==> src/rtl/neg_pkg.sv <==
package neg_pkg;

  localparam int unsigned INSTR_W   = 32;
  localparam int unsigned REG_IDX_W = 5;
  localparam int unsigned PRIM_W    = 6;
  localparam int unsigned XO_W      = 9;
  localparam int unsigned RSV_W     = 5;

  localparam logic [PRIM_W-1:0] PRIM_NEG = 6'd31;
  localparam logic [XO_W-1:0]   XO_NEG   = 9'd104;

  // LSB-numbered positions inside the instruction word
  localparam int unsigned PRIM_LSB = 26;
  localparam int unsigned RD_LSB   = 21;
  localparam int unsigned RA_LSB   = 16;
  localparam int unsigned RSV_LSB  = 11;
  localparam int unsigned OE_POS   = 10;
  localparam int unsigned XO_LSB   = 1;
  localparam int unsigned RC_POS   = 0;

  typedef struct packed {
    logic [REG_IDX_W-1:0] rd;
    logic [REG_IDX_W-1:0] ra;
    logic                 oe;
    logic                 rc;
  } dec_t;

  typedef struct packed {
    logic lt;
    logic gt;
    logic eq;
    logic so;
  } cond_t;

  typedef struct packed {
    logic so;
    logic ov;
  } xer_t;

endpackage

==> src/rtl/neg_decode.sv <==
module neg_decode
  import neg_pkg::*;
(
  input  logic               valid,
  input  logic [INSTR_W-1:0] instr,
  output logic               match,
  output logic               accept,
  output dec_t               dec
);

  logic [PRIM_W-1:0] prim_f;
  logic [XO_W-1:0]   xo_f;
  logic [RSV_W-1:0]  rsv_f;
  logic              prim_ok;
  logic              xo_ok;
  logic              rsv_ok;

  assign prim_f  = instr[PRIM_LSB +: PRIM_W];
  assign xo_f    = instr[XO_LSB +: XO_W];
  assign rsv_f   = instr[RSV_LSB +: RSV_W];

  assign prim_ok = (prim_f == PRIM_NEG);
  assign xo_ok   = (xo_f == XO_NEG);
  assign rsv_ok  = (rsv_f == '0);

  assign match   = prim_ok && xo_ok && rsv_ok;
  assign accept  = valid && match;

  always_comb begin
    dec.rd = instr[RD_LSB +: REG_IDX_W];
    dec.ra = instr[RA_LSB +: REG_IDX_W];
    dec.oe = instr[OE_POS];
    dec.rc = instr[RC_POS];
  end

  always_comb begin
    if (match) begin
      a_match_fields_r1: assert (prim_f == 6'b011111 && xo_f == 9'b001101000 && rsv_f == 5'b0);
    end
  end

endmodule

==> src/rtl/neg_alu.sv <==
module neg_alu #(
  parameter int unsigned W = 32
) (
  input  logic [W-1:0] opnd,
  output logic [W-1:0] result,
  output logic         ovf,
  output logic         lt,
  output logic         gt,
  output logic         eq
);

  localparam logic [W-1:0] MIN_VAL = {1'b1, {(W-1){1'b0}}};

  function automatic logic [W-1:0] f_twos(input logic [W-1:0] a);
    return (~a) + {{(W-1){1'b0}}, 1'b1};
  endfunction

  function automatic logic f_is_min(input logic [W-1:0] a);
    return a == MIN_VAL;
  endfunction

  function automatic logic [2:0] f_sign3(input logic [W-1:0] r);
    logic z;
    z = (r == '0);
    return {r[W-1], !r[W-1] && !z, z};
  endfunction

  assign result = f_twos(opnd);
  assign ovf    = f_is_min(opnd);
  assign {lt, gt, eq} = f_sign3(result);

  always_comb begin
    a_sign_onehot_r5: assert ($onehot({lt, gt, eq}));
  end

endmodule

==> src/rtl/neg_flags.sv <==
module neg_flags
  import neg_pkg::*;
(
  input  logic  clk,
  input  logic  rst_n,
  input  logic  accept,
  input  logic  oe,
  input  logic  rc,
  input  logic  ovf,
  input  logic  lt,
  input  logic  gt,
  input  logic  eq,
  output cond_t cond_q,
  output xer_t  xer_q
);

  logic so_next;
  logic ov_upd;
  logic cr_upd;

  assign ov_upd  = accept && oe;
  assign cr_upd  = accept && rc;
  assign so_next = ov_upd ? (xer_q.so | ovf) : xer_q.so;

  always_ff @(posedge clk or negedge rst_n) begin
    if (!rst_n) begin
      xer_q <= '0;
    end else if (ov_upd) begin
      xer_q.ov <= ovf;
      xer_q.so <= so_next;
    end
  end

  always_ff @(posedge clk or negedge rst_n) begin
    if (!rst_n) begin
      cond_q <= '0;
    end else if (cr_upd) begin
      cond_q <= '{lt: lt, gt: gt, eq: eq, so: so_next};
    end
  end

  p_so_sticky_r4: assert property (@(posedge clk) disable iff (!rst_n)
    $past(xer_q.so) |-> xer_q.so);

  p_ov_sets_so_r4: assert property (@(posedge clk) disable iff (!rst_n)
    xer_q.ov |-> xer_q.so);

  p_cond_so_copy_r6: assert property (@(posedge clk) disable iff (!rst_n)
    $past(cr_upd) |-> (cond_q.so == xer_q.so));

  p_cond_hold_r5: assert property (@(posedge clk) disable iff (!rst_n)
    !$past(cr_upd) |-> $stable(cond_q));

  p_xer_hold_r3: assert property (@(posedge clk) disable iff (!rst_n)
    !$past(ov_upd) |-> $stable(xer_q));

  p_cond_onehot0_r5: assert property (@(posedge clk) disable iff (!rst_n)
    $onehot0({cond_q.lt, cond_q.gt, cond_q.eq}));

endmodule

==> src/rtl/neg_exec_unit.sv <==
module neg_exec_unit
  import neg_pkg::*;
#(
  parameter int unsigned W = 32
) (
  input  logic                 clk,
  input  logic                 rst_n,
  input  logic                 in_valid,
  input  logic [INSTR_W-1:0]   in_instr,
  input  logic [W-1:0]         in_opnd,
  output logic [W-1:0]         res_q,
  output logic                 wr_en_q,
  output logic [REG_IDX_W-1:0] wr_idx_q,
  output logic [REG_IDX_W-1:0] src_idx_q,
  output logic [3:0]           cond_q,
  output logic [1:0]           xer_q
);

  localparam logic [W-1:0] MIN_VAL = {1'b1, {(W-1){1'b0}}};

  logic         dec_match;
  logic         dec_accept;
  dec_t         dec;
  logic [W-1:0] alu_res;
  logic         alu_ovf;
  logic         alu_lt;
  logic         alu_gt;
  logic         alu_eq;
  cond_t        cond_s;
  xer_t         xer_s;

  neg_decode u_dec (
    .valid  (in_valid),
    .instr  (in_instr),
    .match  (dec_match),
    .accept (dec_accept),
    .dec    (dec)
  );

  neg_alu #(.W(W)) u_alu (
    .opnd   (in_opnd),
    .result (alu_res),
    .ovf    (alu_ovf),
    .lt     (alu_lt),
    .gt     (alu_gt),
    .eq     (alu_eq)
  );

  neg_flags u_flags (
    .clk    (clk),
    .rst_n  (rst_n),
    .accept (dec_accept),
    .oe     (dec.oe),
    .rc     (dec.rc),
    .ovf    (alu_ovf),
    .lt     (alu_lt),
    .gt     (alu_gt),
    .eq     (alu_eq),
    .cond_q (cond_s),
    .xer_q  (xer_s)
  );

  always_ff @(posedge clk or negedge rst_n) begin
    if (!rst_n) begin
      wr_en_q <= 1'b0;
    end else begin
      wr_en_q <= dec_accept;
    end
  end

  always_ff @(posedge clk or negedge rst_n) begin
    if (!rst_n) begin
      res_q     <= '0;
      wr_idx_q  <= '0;
      src_idx_q <= '0;
    end else if (dec_accept) begin
      res_q     <= alu_res;
      wr_idx_q  <= dec.rd;
      src_idx_q <= dec.ra;
    end
  end

  assign cond_q = cond_s;
  assign xer_q  = xer_s;

  p_wr_pulse_r2: assert property (@(posedge clk) disable iff (!rst_n)
    wr_en_q |=> !wr_en_q || $past(in_valid));

  p_idle_no_write_r9: assert property (@(posedge clk) disable iff (!rst_n)
    !in_valid |=> !wr_en_q);

  p_res_sum_zero_r2: assert property (@(posedge clk) disable iff (!rst_n)
    wr_en_q |-> (res_q + $past(in_opnd)) == '0);

  p_reject_hold_r1: assert property (@(posedge clk) disable iff (!rst_n)
    (in_valid && !dec_match) |=> !wr_en_q && $stable(res_q));

  p_ov_min_r3: assert property (@(posedge clk) disable iff (!rst_n)
    $past(dec_accept && dec.oe) |-> (xer_s.ov == ($past(in_opnd) == MIN_VAL)));

  p_min_wrap_r8: assert property (@(posedge clk) disable iff (!rst_n)
    (wr_en_q && $past(in_opnd) == MIN_VAL) |-> res_q == MIN_VAL);

endmodule

==> config.mk <==
export PLATFORM = sky130hd
export DESIGN_NAME = neg_exec_unit
export DESIGN_NICKNAME = d
export VERILOG_FILES = /design/src/rtl/neg_pkg.sv /design/src/rtl/neg_decode.sv /design/src/rtl/neg_alu.sv /design/src/rtl/neg_flags.sv /design/src/rtl/neg_exec_unit.sv
export SDC_FILE = /design/constraint.sdc
export NUM_CORES = 1
export LEC_CHECK = 0
export ABC_AREA = 1
export CAP_MARGIN = 20
export CORE_MARGIN = 4
export CORE_UTILIZATION = 38
export CTS_CLUSTER_DIAMETER = 60
export DETAILED_ROUTE_END_ITERATION = 7
export PLACE_DENSITY = 0.79
export SLEW_MARGIN = 10
export SYNTH_ARGS = -nofsm -noshare
export SYNTH_HDL_FRONTEND = slang
export SYNTH_HIERARCHICAL = 1
export SYNTH_SLANG_ARGS = --single-unit
==> constraint.sdc <==
create_clock -name clk -period 0.8 [get_ports clk]
set_input_delay 0.08 -clock clk [delete_from_list [all_inputs] [get_ports clk]]
set_output_delay 0.08 -clock clk [all_outputs]
set_load 0.01 [all_outputs]
## Word-level counts from Yosys, hierarchy flattened

Index checks and enable logic that the tools add are counted.

- Output and inout port bits: 49
- Register bits: 49

- Reductions and logical operators: 10
- Bitwise operators: 2
- Add/sub/neg operators: 1
- Multiplexer cells: 1
- Eq/ne operators: 3

Operator list:

| operator | count |
|---|---|
| $add A32 B1 Y32 const B | 1 |
| $eq A32 B32 Y1 const B | 1 |
| $logic_not A32 Y1 | 1 |
| $not A32 Y32 | 1 |
| $eq A9 B7 Y1 const B | 1 |
| $eq A6 B5 Y1 const B | 1 |
| $logic_and A1 B1 Y1 | 6 |
| $logic_not A5 Y1 | 1 |
| $logic_not A1 Y1 | 2 |
| $mux W1 | 1 |
| $or A1 B1 Y1 | 1 |

## Logic depth before layout (Yosys ltp)

Gate-level depths: netlist of run 1.

- Word-level depth: 6
- Mapped depth: 16
- Depth with buffers taken out: 15

## Hierarchy

Netlist of run 1, hierarchy kept.

By module, submodules not included:

| module | cells each | seq. area each (um^2) | times used | area an instance (um^2) |
|---|---|---|---|---|
| neg_exec_unit | 179 | 1076.0 | 1 | 1679.1 |
| neg_alu | 271 | 0.0 | 1 | 1328.8 |
| neg_flags | 26 | 150.1 | 1 | 236.5 |
| neg_decode | 44 | 0.0 | 1 | 217.7 |

## Worst setup path after synthesis of run 1

OpenSTA, ideal clock, no wires.

- Path kind: input port to flip-flop
- From: input in_opnd[0]
- To: register, netlist name u_flags/cond_q[2]
- Path slack: -729 ps
- Arrival: 1413 ps
- Library setup time: 116 ps
- Cell stages on the path: 14
- Path through: inv_1 ha_1 nand2_2 nor2_4 buf_6 nand3_1 nand2_1 nand3_1 nor2_1 nand3_1 nor2_1 a21oi_1 nand2_1 nand2_1

- Cells in the longest elaborated chain, start to end: 5
- Elaborated cells on any way between the ends: 6
- Those cells by class: add/sub (1); bitwise (1); reduce/logical (4)

RTL lines:

| what | RTL line | source |
|---|---|---|
| start, declared | neg_exec_unit.sv:10 | `input logic [W-1:0] in_opnd,` |
| $not A32 Y32 (*) | neg_alu.sv:15 | `return (~a) + {{(W-1){1'b0}}, 1'b1};` |
| $add A32 B1 Y32 (*) | neg_alu.sv:15 |  |
| $logic_not A32 Y1 | neg_alu.sv:24 | `z = (r == '0);` |
| $logic_not A1 Y1 | neg_alu.sv:25 | `return {r[W-1], !r[W-1] && !z, z};` |
| $logic_and A1 B1 Y1 (*) | neg_alu.sv:25 |  |
| named net alu_gt | neg_exec_unit.sv:27 | `logic alu_gt;` |

Mark *: on every way through the listed nets, which the timed path passes. The rest lies on a longest branch.
A chain may end at the register's enable or synchronous reset.

## Final worst setup path of run 1

- From: input in_opnd[1]
- To: register, netlist name u_flags/cond_q[1]

- Cells in the longest elaborated chain, start to end: 3

RTL lines:

| what | RTL line | source |
|---|---|---|
| $not A32 Y32 | neg_alu.sv:15 |  |
| $add A32 B1 Y32 | neg_alu.sv:15 |  |
| $logic_not A32 Y1 | neg_alu.sv:24 |  |
| named net alu_eq | neg_exec_unit.sv:28 | `logic alu_eq;` |

The timed path passes the listed nets, and every way through them passes these cells.

==> key figures, run 1 <==
Run status
  – Status: finished with violations
  – Failing checks: setup timing

Critical path
  – Data required time of the worst path: 1.06 ns
  – Data arrival time of the critical path: ~1.8 ns
  – WS Path Type: in2reg
  – Critical path startpoint category: input port
  – Crit-path max FO: 5
  – Worst r2r src: res_q[18]$_DFFE_PN0P_
  – Endpoint of the most critical register-to-register path: res_q[18]$_DFFE_PN0P_
  – Number of cells on the worst reg-to-reg path: 4
  – Slack of the worst reg-to-reg path: -0.09 ns
  – Element type at the critical path end: register

Clock network
  – Clk Latency, worst-skew pair: 0.32 ns
  – Max clock buf depth: 2
  – Number of clock sinks: 49
  – TritonCTS clock tree: done
  – Number of CTS-inserted buffers: 5
  – Cell at the root of the clock tree: sky130_fd_sc_hd__clkbuf_8
  – Clock transition time at the flip-flop clock pins of the worst setup and hold paths: 0.10 ns
  – H-tree depth reported by CTS: 2

Finish
  – Fin cells: 918
  – Net total in the final layout: just under 900
  – Leading cell types in the layout, fill and taps excluded: 147 x sky130_fd_sc_hd__buf_4, 133 x sky130_fd_sc_hd__nand2_1, 86 x sky130_fd_sc_hd__nand2_2
  – Number of fillers in the final layout: 532
  – Most frequent standard cell in the layout excluding fill and tap cells: sky130_fd_sc_hd__buf_4
  – Area growth, synth to finish: 102%
  – Ratio of cells with drive above 1 in the final layout: 63.8%
  – Antenna cells: 0

Detailed routing
  – Vias per cell: 4.95
  – Number of design-rule violations left by the first detailed-router iteration: ~260
  – Aggregate routed wire length: 15.6 mm
  – Routed via count: 4,544
  – Post-route DRC violation count: 0
  – Average wire per standard cell: roughly 17 um
  – Number of optimization iterations in the first detailed-route pass: 5
  – Number of nets still failing antenna checks after routing: 0

Logic synthesis
  – Post-synthesis cell count: 519
  – Total standard cell area after synthesis: 0.00346 mm^2
  – Synthesis Warnings: 6
  – Total nets after synthesis: 588
  – Mean post-synth cell area: 6.66 um^2

Floorplanning
  – Core region area: 0.00881 mm^2
  – Height of the die: a little over 100 um
  – Starting density of the core: around two fifths
  – Total Die Area: 0.0107 mm^2
  – Floorplan row count: 34
  – Die outline width: roughly 100 um
  – IO Count: about 120

Timing
  – Maximum clock skew at final layout: ~0.00027 ns
  – Final-layout setup total negative slack: -19.29 ns
  – Worst relative slew slack: between 70 and 80%
  – Setup repair after global routing missed its margin: true
  – Actual transition at the worst max-transition pin: 0.333 ns
  – Final Critical Period: ~1.5 ns
  – Number of max-slew violations in the final report: 0
  – Final number of hold-violating endpoints: 0
  – PnR worst setup slack: -0.734 ns
  – Achievable frequency: between 0.6 and 0.7 GHz
  – Final Cycle Share: 192%
  – Min Hold Slack: 0.180 ns
  – Count of final setup violators: 97

Job
  – Count of maximum capacitance violations: 0

GRT
  – First-pass GRT wire length: approximately 22 mm
  – Maximum number of pins on one net before global-route repair: 23
  – Number of global-route vias before repair: 4,503
  – GRT overflow: 0
  – Global-route usage over all layers: 26.4%
  – Antenna violations before repair: 0

Power
  – Power Density: 842 mW/mm^2
  – Total power consumption of the routed design: 5.87 mW
  – Static leakage: ~3.8 nW
  – Largest voltage drop on the vdd net: 0.763 mV

Placed design
  – Number of placed instances with taps included: between 800 and 900
  – Count of buffers from port buffering: 115
  – Weighted congestion reported at the end of routability-driven placement: 0.887
  – Detailed placer's ending HPWL: slightly below 9 mm

Hold path
  – Hold WC Path Type: in2async
==> report_power, final <==
group	total [mW]	switching (mW)	internal [mW]
sequential	2.47	0.0000396	2.47
clock	1.86	0.923	0.939
combinational	1.53	0.737	0.797
==> critical path, cell delays in order <==
cell and delay [ns]:
sky130_fd_sc_hd__buf_8 0.10, sky130_fd_sc_hd__nor2_4 0.19, sky130_fd_sc_hd__nand2_8 0.11, sky130_fd_sc_hd__nor2_4 0.22
sky130_fd_sc_hd__nand3b_1 0.14, sky130_fd_sc_hd__nand2_1 0.13, sky130_fd_sc_hd__nand2_1 0.11, sky130_fd_sc_hd__nor2_1 0.19
sky130_fd_sc_hd__nor3b_2 0.21, sky130_fd_sc_hd__nand3_1 0.10, sky130_fd_sc_hd__nor2_1 0.10, sky130_fd_sc_hd__nand2_1 0.06
sky130_fd_sc_hd__nand2_1 0.06
==> per-stage QoR <==
| step | setup slack (ns) | cell area [um^2] | util [%] |
|---|---|---|---|
| finish | -0.734 | 6980 | 79.2 |
| global route | -0.778 | 6980 | 79.2 |
| CTS | -0.550 | 6430 | 73.1 |
| detailed placement | -1.35 | 5410 | 61.5 |
| global placement | -1.31 | 5410 | 61.5 |
| floorplan | -0.578 | 3500 | - |
==> registers in the layout (all words and copies together), names as in the netlist <==
name and flops:
res_q 32, src_idx_q 5, u_flags/cond_q 4, u_flags/xer_q 2, wr_en_q 1, wr_idx_q 5
==> how the worst max path moves through the flow <==
stage / startpoint / endpoint / slack, ns / cells past startpoint
floorplan: in_opnd[0] / u_flags/cond_q[1]$_DFFE_PN0P_ / -0.58 / 15
global placement: in_opnd[0] / u_flags/cond_q[2]$_DFFE_PN0P_ / -1.31 / 13
detailed placement: in_opnd[7] / u_flags/cond_q[2]$_DFFE_PN0P_ / -1.35 / 12
CTS: in_opnd[0] / u_flags/cond_q[1]$_DFFE_PN0P_ / -0.55 / 14
global route: in_opnd[0] / u_flags/cond_q[1]$_DFFE_PN0P_ / -0.78 / 14
finish: in_opnd[1] / u_flags/cond_q[1]$_DFFE_PN0P_ / -0.73 / 13
==> repair_timing <==
item / 4_1_cts / 5_1_grt
hold buffers: 2 / 0
gates cloned: 11 / 0
setup endpoints to repair: 98 / 97
setup buffers: 67 / 24
resized for setup: 565 / 138
pin swaps: 141 / 85
endpoints found under the hold margin: 50 / 0
==> layout make-up <==
type / count / area [um^2] / share of cell area, %
well taps: 108 / 135 / 1.94
clock inverters: 3 / 43.8 / 0.628
repair inverters: 6 / 86.3 / 1.24
clock buffers: 5 / 68.8 / 0.987
multi-input cells: 392 / 2600 / 37.2
inverters: 56 / 248 / 3.55
repair buffers: 299 / 2570 / 36.8
flip-flops and latches: 49 / 1230 / 17.6
==> layer usage <==
metal | share of wire (%) | track usage (%) | wire, um | up-vias
li1 | - | - | - | 2139
met1 | 37 | 28.8 | 5740 | 2131
met2 | 52 | 49.1 | 8040 | 220
met3 | 7.2 | 4.49 | 1120 | 54
met4 | 4.4 | 12.4 | 682 | 0
met5 | 0 | 0 | 0 | -
No activity file was read; power rests on OpenSTA's default activity.
==> run 2: changes to the inputs <==
RECOVER_POWER = 100   (was not set)
==> key figures, run 2 (synthesis gave the netlist of run 1 again) <==
Detailed routing
  – Number of design-rule violations left by the first detailed-router iteration: 262 (unchanged)
  – Average wire per standard cell: 17.0 um (about the same)
  – Vias per cell: 4.95 (unchanged)
  – Routed via count: 4,544 (unchanged)
  – Aggregate routed wire length: 15.6 mm (about the same)
  – Number of nets still failing antenna checks after routing: 0 (unchanged)
  – Number of optimization iterations in the first detailed-route pass: 5 (unchanged)
  – Post-route DRC violation count: 0 (unchanged)

Power
  – Total power consumption of the routed design: 5.86 mW (-0.20%)
  – Largest voltage drop on the vdd net: 0.762 mV (about the same)
  – Static leakage: 3.75 nW (-0.19%)
  – Power Density: 842 mW/mm^2 (about the same)

Timing
  – PnR worst setup slack: -0.735 ns (-0.00145 ns)
  – Achievable frequency: 0.651 GHz (about the same)
  – Min Hold Slack: 0.172 ns (-0.00787 ns)
  – Final-layout setup total negative slack: -19.33 ns (-0.0388 ns)
  – Worst relative slew slack: 78.3% (+0.53 points)
  – Setup repair after global routing missed its margin: true
  – Final number of hold-violating endpoints: 0 (unchanged)
  – Count of final setup violators: 97 (unchanged)
  – Maximum clock skew at final layout: 0.000269 ns (+0.00000139 ns)
  – Actual transition at the worst max-transition pin: 0.324 ns (-0.00905 ns)
  – Number of max-slew violations in the final report: 0 (unchanged)
  – Final Cycle Share: 192% (about the same)
  – Final Critical Period: 1.54 ns (+0.00145 ns)

Finish
  – Most frequent standard cell in the layout excluding fill and tap cells: sky130_fd_sc_hd__buf_4
  – Ratio of cells with drive above 1 in the final layout: 63.8% (unchanged)
  – Number of flip-flops in the largest register: 32 (unchanged)
  – Register containing the most flip-flops in the final layout: res_q
  – Net total in the final layout: 878 (unchanged)
  – Leading cell types in the layout, fill and taps excluded: 146 x sky130_fd_sc_hd__buf_4, 133 x sky130_fd_sc_hd__nand2_1, 86 x sky130_fd_sc_hd__nand2_2
  – Design Area, Final: 0.00696 mm^2 (-0.25%)
  – Registers with the highest flip-flop counts: res_q: 32 flops, src_idx_q: 5 flops, wr_idx_q: 5 flops
  – Area growth, synth to finish: 101%
  – Number of fillers in the final layout: 537 (+0.94%)
  – Antenna cells: 0 (unchanged)
  – Fin cells: 918 (unchanged)
  – Final Core Density: 79.0% (-0.20 points)

Clock network
  – Number of clock sinks: 49 (unchanged)
  – Cell at the root of the clock tree: sky130_fd_sc_hd__clkbuf_8
  – TritonCTS clock tree: done
  – H-tree depth reported by CTS: 2 (unchanged)
  – Clock transition time at the flip-flop clock pins of the worst setup and hold paths: 0.10 ns (about the same)
  – Number of CTS-inserted buffers: 5 (unchanged)
  – Clk Latency, worst-skew pair: 0.32 ns (about the same)
  – Max clock buf depth: 2 (unchanged)

Critical path
  – WS Path Type: in2reg
  – Slack of the worst reg-to-reg path: -0.09 ns (about the same)
  – Critical path startpoint category: input port
  – Endpoint of the most critical register-to-register path: res_q[18]$_DFFE_PN0P_
  – Number of cells on the worst reg-to-reg path: 4 (unchanged)
  – Element type at the critical path end: register
  – Data required time of the worst path: 1.06 ns (about the same)
  – Crit-path max FO: 5 (unchanged)
  – Data arrival time of the critical path: 1.80 ns (about the same)
  – Worst r2r src: res_q[18]$_DFFE_PN0P_

Placed design
  – Weighted congestion reported at the end of routability-driven placement: 0.887 (unchanged)
  – Number of placed instances with taps included: 822 (unchanged)
  – Dpl cell area: 0.00541 mm^2 (unchanged)
  – Count of buffers from port buffering: 115 (unchanged)
  – Worst slack after detailed placement: -1.35 ns (unchanged)
  – Detailed placer's ending HPWL: 8.90 mm (unchanged)

Run status
  – Status: finished with violations
  – Failing checks: setup timing

GRT
  – Maximum number of pins on one net before global-route repair: 23 (unchanged)
  – Number of global-route vias before repair: 4,503 (unchanged)
  – GRT overflow: 0 (unchanged)
  – Global-route usage over all layers: 26.4% (unchanged)
  – Antenna violations before repair: 0 (unchanged)
  – First-pass GRT wire length: 21.7 mm (unchanged)

Hold path
  – Hold WC Path Type: in2async

Floorplanning
  – Core region area: 0.00881 mm^2 (unchanged)
  – Total Die Area: 0.0107 mm^2 (unchanged)
  – Starting density of the core: 39.3% (unchanged)
  – IO Count: 116 (unchanged)
  – Die outline width: 103 um (unchanged)
  – Height of the die: 103 um (unchanged)
  – Floorplan row count: 34 (unchanged)

Job
  – Count of maximum capacitance violations: 0 (unchanged)
run 2: power breakdown:
group | internal [mW] | switching [mW]
logic | 0.788 | 0.734
clock network | 0.939 | 0.923
registers | 2.47 | 0.0000395
run 2: how the worst max path moves through the flow:
stage / cells past startpoint / slack, ns / endpoint / start
4_1_cts: 14 / -0.55 / u_flags/cond_q[1]$_DFFE_PN0P_ / in_opnd[0]
5_1_grt: 14 / -0.78 / u_flags/cond_q[1]$_DFFE_PN0P_ / in_opnd[0]
6_report: 13 / -0.74 / u_flags/cond_q[1]$_DFFE_PN0P_ / in_opnd[1]
2_1_floorplan: 15 / -0.58 / u_flags/cond_q[1]$_DFFE_PN0P_ / in_opnd[0]
3_3_place_gp: 13 / -1.31 / u_flags/cond_q[2]$_DFFE_PN0P_ / in_opnd[0]
3_5_place_dp: 12 / -1.35 / u_flags/cond_q[2]$_DFFE_PN0P_ / in_opnd[7]
run 2: critical path: stages:
cell                       delay [ns]
sky130_fd_sc_hd__buf_8           0.10
sky130_fd_sc_hd__nor2_4          0.19
sky130_fd_sc_hd__nand2_8         0.11
sky130_fd_sc_hd__nor2_4          0.22
sky130_fd_sc_hd__nand3b_1        0.14
sky130_fd_sc_hd__nand2_1         0.13
sky130_fd_sc_hd__nand2_1         0.11
sky130_fd_sc_hd__nor2_1          0.19
sky130_fd_sc_hd__nor3b_2         0.21
sky130_fd_sc_hd__nand3_1         0.10
sky130_fd_sc_hd__nor2_1          0.10
sky130_fd_sc_hd__nand2_1         0.06
sky130_fd_sc_hd__nand2_1         0.06
run 2: what timing repair did:
action	4_1_cts	5_1_grt
gates resized for setup	565	138
pin swaps	141	85
setup buffers	67	24
hold endpoints to repair	50	0
cloned	11	0
hold buffers	2	0
setup endpoints to repair	98	97
run 2: area by class of cell:
type                    instances  area (um^2)  share of cell area (%)
inverters                      56          248                    3.56
well taps                     108          135                    1.94
clock inverters                 3         43.8                   0.629
repair inverters                6         86.3                    1.24
clock buffers                   5         68.8                   0.989
repair buffers                299         2550                    36.7
multi-input cells             392         2600                    37.3
flip-flops and latches         49         1230                    17.6
run 2: layer usage:
layer,global-route usage (%),routed length (um)
met1,28.8,5720
met2,49.1,8050
met3,4.49,1110
met4,12.4,682
met5,0,0
==> run 3: changes to the inputs <==
ABC_AREA = not set   (was 1)
SLEW_MARGIN = 30   (was 10)
==> key figures, run 3 <==
Floorplanning
  – Core region area: 0.00868 mm^2 (-1.4%)
  – Starting density of the core: 38.8% (-0.49 points)
  – Floorplan row count: 34 (unchanged)
  – Die outline width: 102 um (-1.2%)
  – Height of the die: 102 um (-1.2%)
  – IO Count: 116 (unchanged)
  – Total Die Area: 0.0104 mm^2 (-2.5%)

GRT
  – First-pass GRT wire length: 19.3 mm (-11%)
  – Maximum number of pins on one net before global-route repair: 50 (+120%)
  – GRT overflow: 0 (unchanged)
  – Antenna violations before repair: 0 (unchanged)
  – Number of global-route vias before repair: 3,851 (-14%)
  – Global-route usage over all layers: 23.7% (-2.6 points)

Finish
  – Ratio of cells with drive above 1 in the final layout: 66.6% (+2.8 points)
  – Final Core Density: 74.5% (-4.6 points)
  – Leading cell types in the layout, fill and taps excluded: 131 x sky130_fd_sc_hd__buf_4, 59 x sky130_fd_sc_hd__buf_6, 50 x sky130_fd_sc_hd__buf_2
  – Antenna cells: 0 (unchanged)
  – Register containing the most flip-flops in the final layout: res_q
  – Net total in the final layout: 649 (-26%)
  – Number of fillers in the final layout: 580 (+8.0%)
  – Area of the multi-input gates: 0.00239 mm^2 (-8.0%)
  – Number of flip-flops in the largest register: 32 (unchanged)
  – Registers with the highest flip-flop counts: res_q: 32 flops, src_idx_q: 5 flops, wr_idx_q: 5 flops
  – Most frequent standard cell in the layout excluding fill and tap cells: sky130_fd_sc_hd__buf_4
  – Register area: 0.00123 mm^2 (unchanged)
  – Area growth, synth to finish: 92.0%
  – Fin cells: 689 (-25%)

Power
  – Sequential power share: 46.0% (+3.8 points)
  – Power Density: 832 mW/mm^2 (-1.2%)
  – Part of the total power dissipated in the clock network: 30.9% (-0.9 points)
  – Total power consumption of the routed design: 5.38 mW (-8.3%)
  – Largest voltage drop on the vdd net: 0.623 mV (-18%)
  – Comb pwr share: 23.0% (-3.0 points)
  – Static leakage: 3.08 nW (-18%)
  – Switching part of the total: 29.5% (+1.2 points)
  – Net Switching: 1.59 mW (-4.3%)
  – Internal power: 3.79 mW (-9.8%)

Clock network
  – TritonCTS clock tree: done
  – Cell at the root of the clock tree: sky130_fd_sc_hd__clkbuf_8
  – H-tree depth reported by CTS: 2 (unchanged)
  – Number of clock sinks: 49 (unchanged)
  – Clk Latency, worst-skew pair: 0.32 ns (about the same)
  – Clock transition time at the flip-flop clock pins of the worst setup and hold paths: 0.11 ns (about the same)
  – Max clock buf depth: 2 (unchanged)
  – Number of CTS-inserted buffers: 5 (unchanged)

Timing
  – Final Cycle Share: 314% (+120 points)
  – Final Critical Period: 2.52 ns (+0.980 ns)
  – Final number of hold-violating endpoints: 0 (unchanged)
  – Maximum clock skew at final layout: 0.00899 ns (+0.00872 ns)
  – Count of final setup violators: 98 (+1.0%)
  – Actual transition at the worst max-transition pin: 0.494 ns (+0.169 ns)
  – Achievable frequency: 0.398 GHz (-39%)
  – Worst relative slew slack: 66.8% (-12 points)
  – Setup repair after global routing missed its margin: true
  – Min Hold Slack: 0.136 ns (-0.0365 ns)
  – Number of max-slew violations in the final report: 0 (unchanged)
  – PnR worst setup slack: -1.72 ns (-0.980 ns)

Critical path
  – Cell-by-cell listing of the critical path: buf_6 > clkinv_4 > ha_4 > or4b_4 > or4_4 > a2111oi_4 > o22ai_2 > a2111oi_4 > o2111a_2 > nor2_2 > mux2_4
  – Depth of the critical timing path with buffers and inverters included: 11 (-2)
  – Slack of the worst reg-to-reg path: -0.22 ns (-0.13 ns)
  – Slowest stage cell on the critical path: sky130_fd_sc_hd__or4_4
  – Data arrival time of the critical path: 2.74 ns (+0.94 ns)
  – Element type at the critical path end: register
  – Worst r2r src: res_q[24]$_DFFE_PN0P_
  – Number of cells on the worst reg-to-reg path: 3 (-1)
  – Cell type group with the largest total delay on the critical path: compound AO/OA/AOI/OAI gates
  – Most repeated library cell on the critical path: sky130_fd_sc_hd__a2111oi_4
  – Crit-path max FO: 2 (-3)
  – Data required time of the worst path: 1.02 ns (-0.04 ns)
  – Critical path startpoint category: input port
  – WS Path Type: in2reg
  – Number of buffers and inverters on the critical path: 2 (+1)
  – Max incr delay on CP: 0.48 ns (+0.26 ns)
  – Endpoint of the most critical register-to-register path: res_q[24]$_DFFE_PN0P_

Run status
  – Status: finished with violations
  – Failing checks: setup timing

Placed design
  – Worst slack after detailed placement: -2.49 ns (-1.14 ns)
  – Weighted congestion reported at the end of routability-driven placement: 0.890 (+0.25%)
  – Detailed placer's ending HPWL: 7.83 mm (-12%)
  – Number of placed instances with taps included: 610 (-26%)
  – Count of buffers from port buffering: 115 (unchanged)

Hold path
  – Hold Path End: res_q[0]$_DFFE_PN0P_
  – Start point of the worst min-delay path: in_opnd[0]
  – Hold WC Path Type: in2reg
  – Cell depth of the worst min-delay path: 3

Detailed routing
  – Post-route DRC violation count: 0 (unchanged)
  – Vias per cell: 5.26 (+6.3%)
  – Aggregate routed wire length: 13.2 mm (-15%)
  – Number of nets still failing antenna checks after routing: 0 (unchanged)
  – Average wire per standard cell: 19.1 um (+13%)
  – Number of optimization iterations in the first detailed-route pass: 4 (-1)
  – Number of design-rule violations left by the first detailed-router iteration: 134 (-49%)
  – Routed via count: 3,624 (-20%)

Logic synthesis
  – Total nets after synthesis: 374 (-36%)
  – Post-synthesis cell count: 305 (-41%)
  – Total standard cell area after synthesis: 0.00337 mm^2 (-2.7%)
  – Synthesis Warnings: 6 (unchanged)
  – Mean post-synth cell area: 11.0 um^2 (+66%)

Job
  – Count of maximum capacitance violations: 0 (unchanged)
[run 3: layer usage]
metal	share of wire [%]	track usage [%]	wire (um)	vias up
met4	4.4	9.08	582	0
li1	-	-	-	1641
met5	0	0	0	-
met3	6.1	4.51	798	45
met1	36	24.9	4690	1786
met2	54	46.1	7110	152
[run 3: worst max path at each step]
stage               startpoint                       endpoint  slack, ns
global route        in_opnd[0]  u_flags/cond_q[2]$_DFFE_PN0P_      -1.76
detailed placement  in_opnd[1]  u_flags/cond_q[2]$_DFFE_PN0P_      -2.49
floorplan           in_opnd[3]  u_flags/cond_q[2]$_DFFE_PN0P_      -1.83
global placement    in_opnd[1]  u_flags/cond_q[2]$_DFFE_PN0P_      -2.38
finish              in_opnd[1]  u_flags/cond_q[2]$_DFFE_PN0P_      -1.72
CTS                 in_opnd[0]  u_flags/cond_q[2]$_DFFE_PN0P_      -1.89
[run 3: layout make-up]
class | count | share of cell area (%)
Clock buffer | 5 | 1.07
Clock inverter | 3 | 0.445
Inverter | 6 | 0.503
Multi-Input combinational cell | 221 | 37.0
Sequential cell | 49 | 19.0
Tap cell | 108 | 2.09
Timing Repair Buffer | 297 | 39.9
[run 3: worst register-to-register path, cell delays in order (launching register included)]
cell and delay, ns:
sky130_fd_sc_hd__dfrtp_1 0.41, sky130_fd_sc_hd__buf_4 0.14, sky130_fd_sc_hd__buf_4 0.12, sky130_fd_sc_hd__mux2_4 0.26
[run 3: through the flow]
| step | setup TNS, ns | instance area, um^2 |
|---|---|---|
| 2_1_floorplan | -40.33 | 3440 |
| 3_3_place_gp | -75.90 | 5360 |
| 3_5_place_dp | -78.83 | 5360 |
| 4_1_cts | -40.27 | 6190 |
| 5_1_grt | -45.85 | 6460 |
| 6_report | -41.75 | 6460 |
[run 3: repair_timing]
action,4_1_cts,5_1_grt
cloned,3,0
endpoints found under the setup margin,98,98
pin swaps,45,29
hold endpoints to repair,49,0
resized for setup,449,51
buffers inserted,56,21
hold buffers,1,0
[run 3: power groups by stage]
stage | combinational, mW | clock (mW) | sequential [mW]
4_1_cts | 1.15 | 1.69 | 2.48
6_report | 1.24 | 1.66 | 2.48
2_1_floorplan | 0.342 | 0 | 2.52
3_3_place_gp | 0.988 | 0 | 2.52
3_5_place_dp | 1.02 | 0 | 2.52
5_1_grt | 1.32 | 1.82 | 2.48
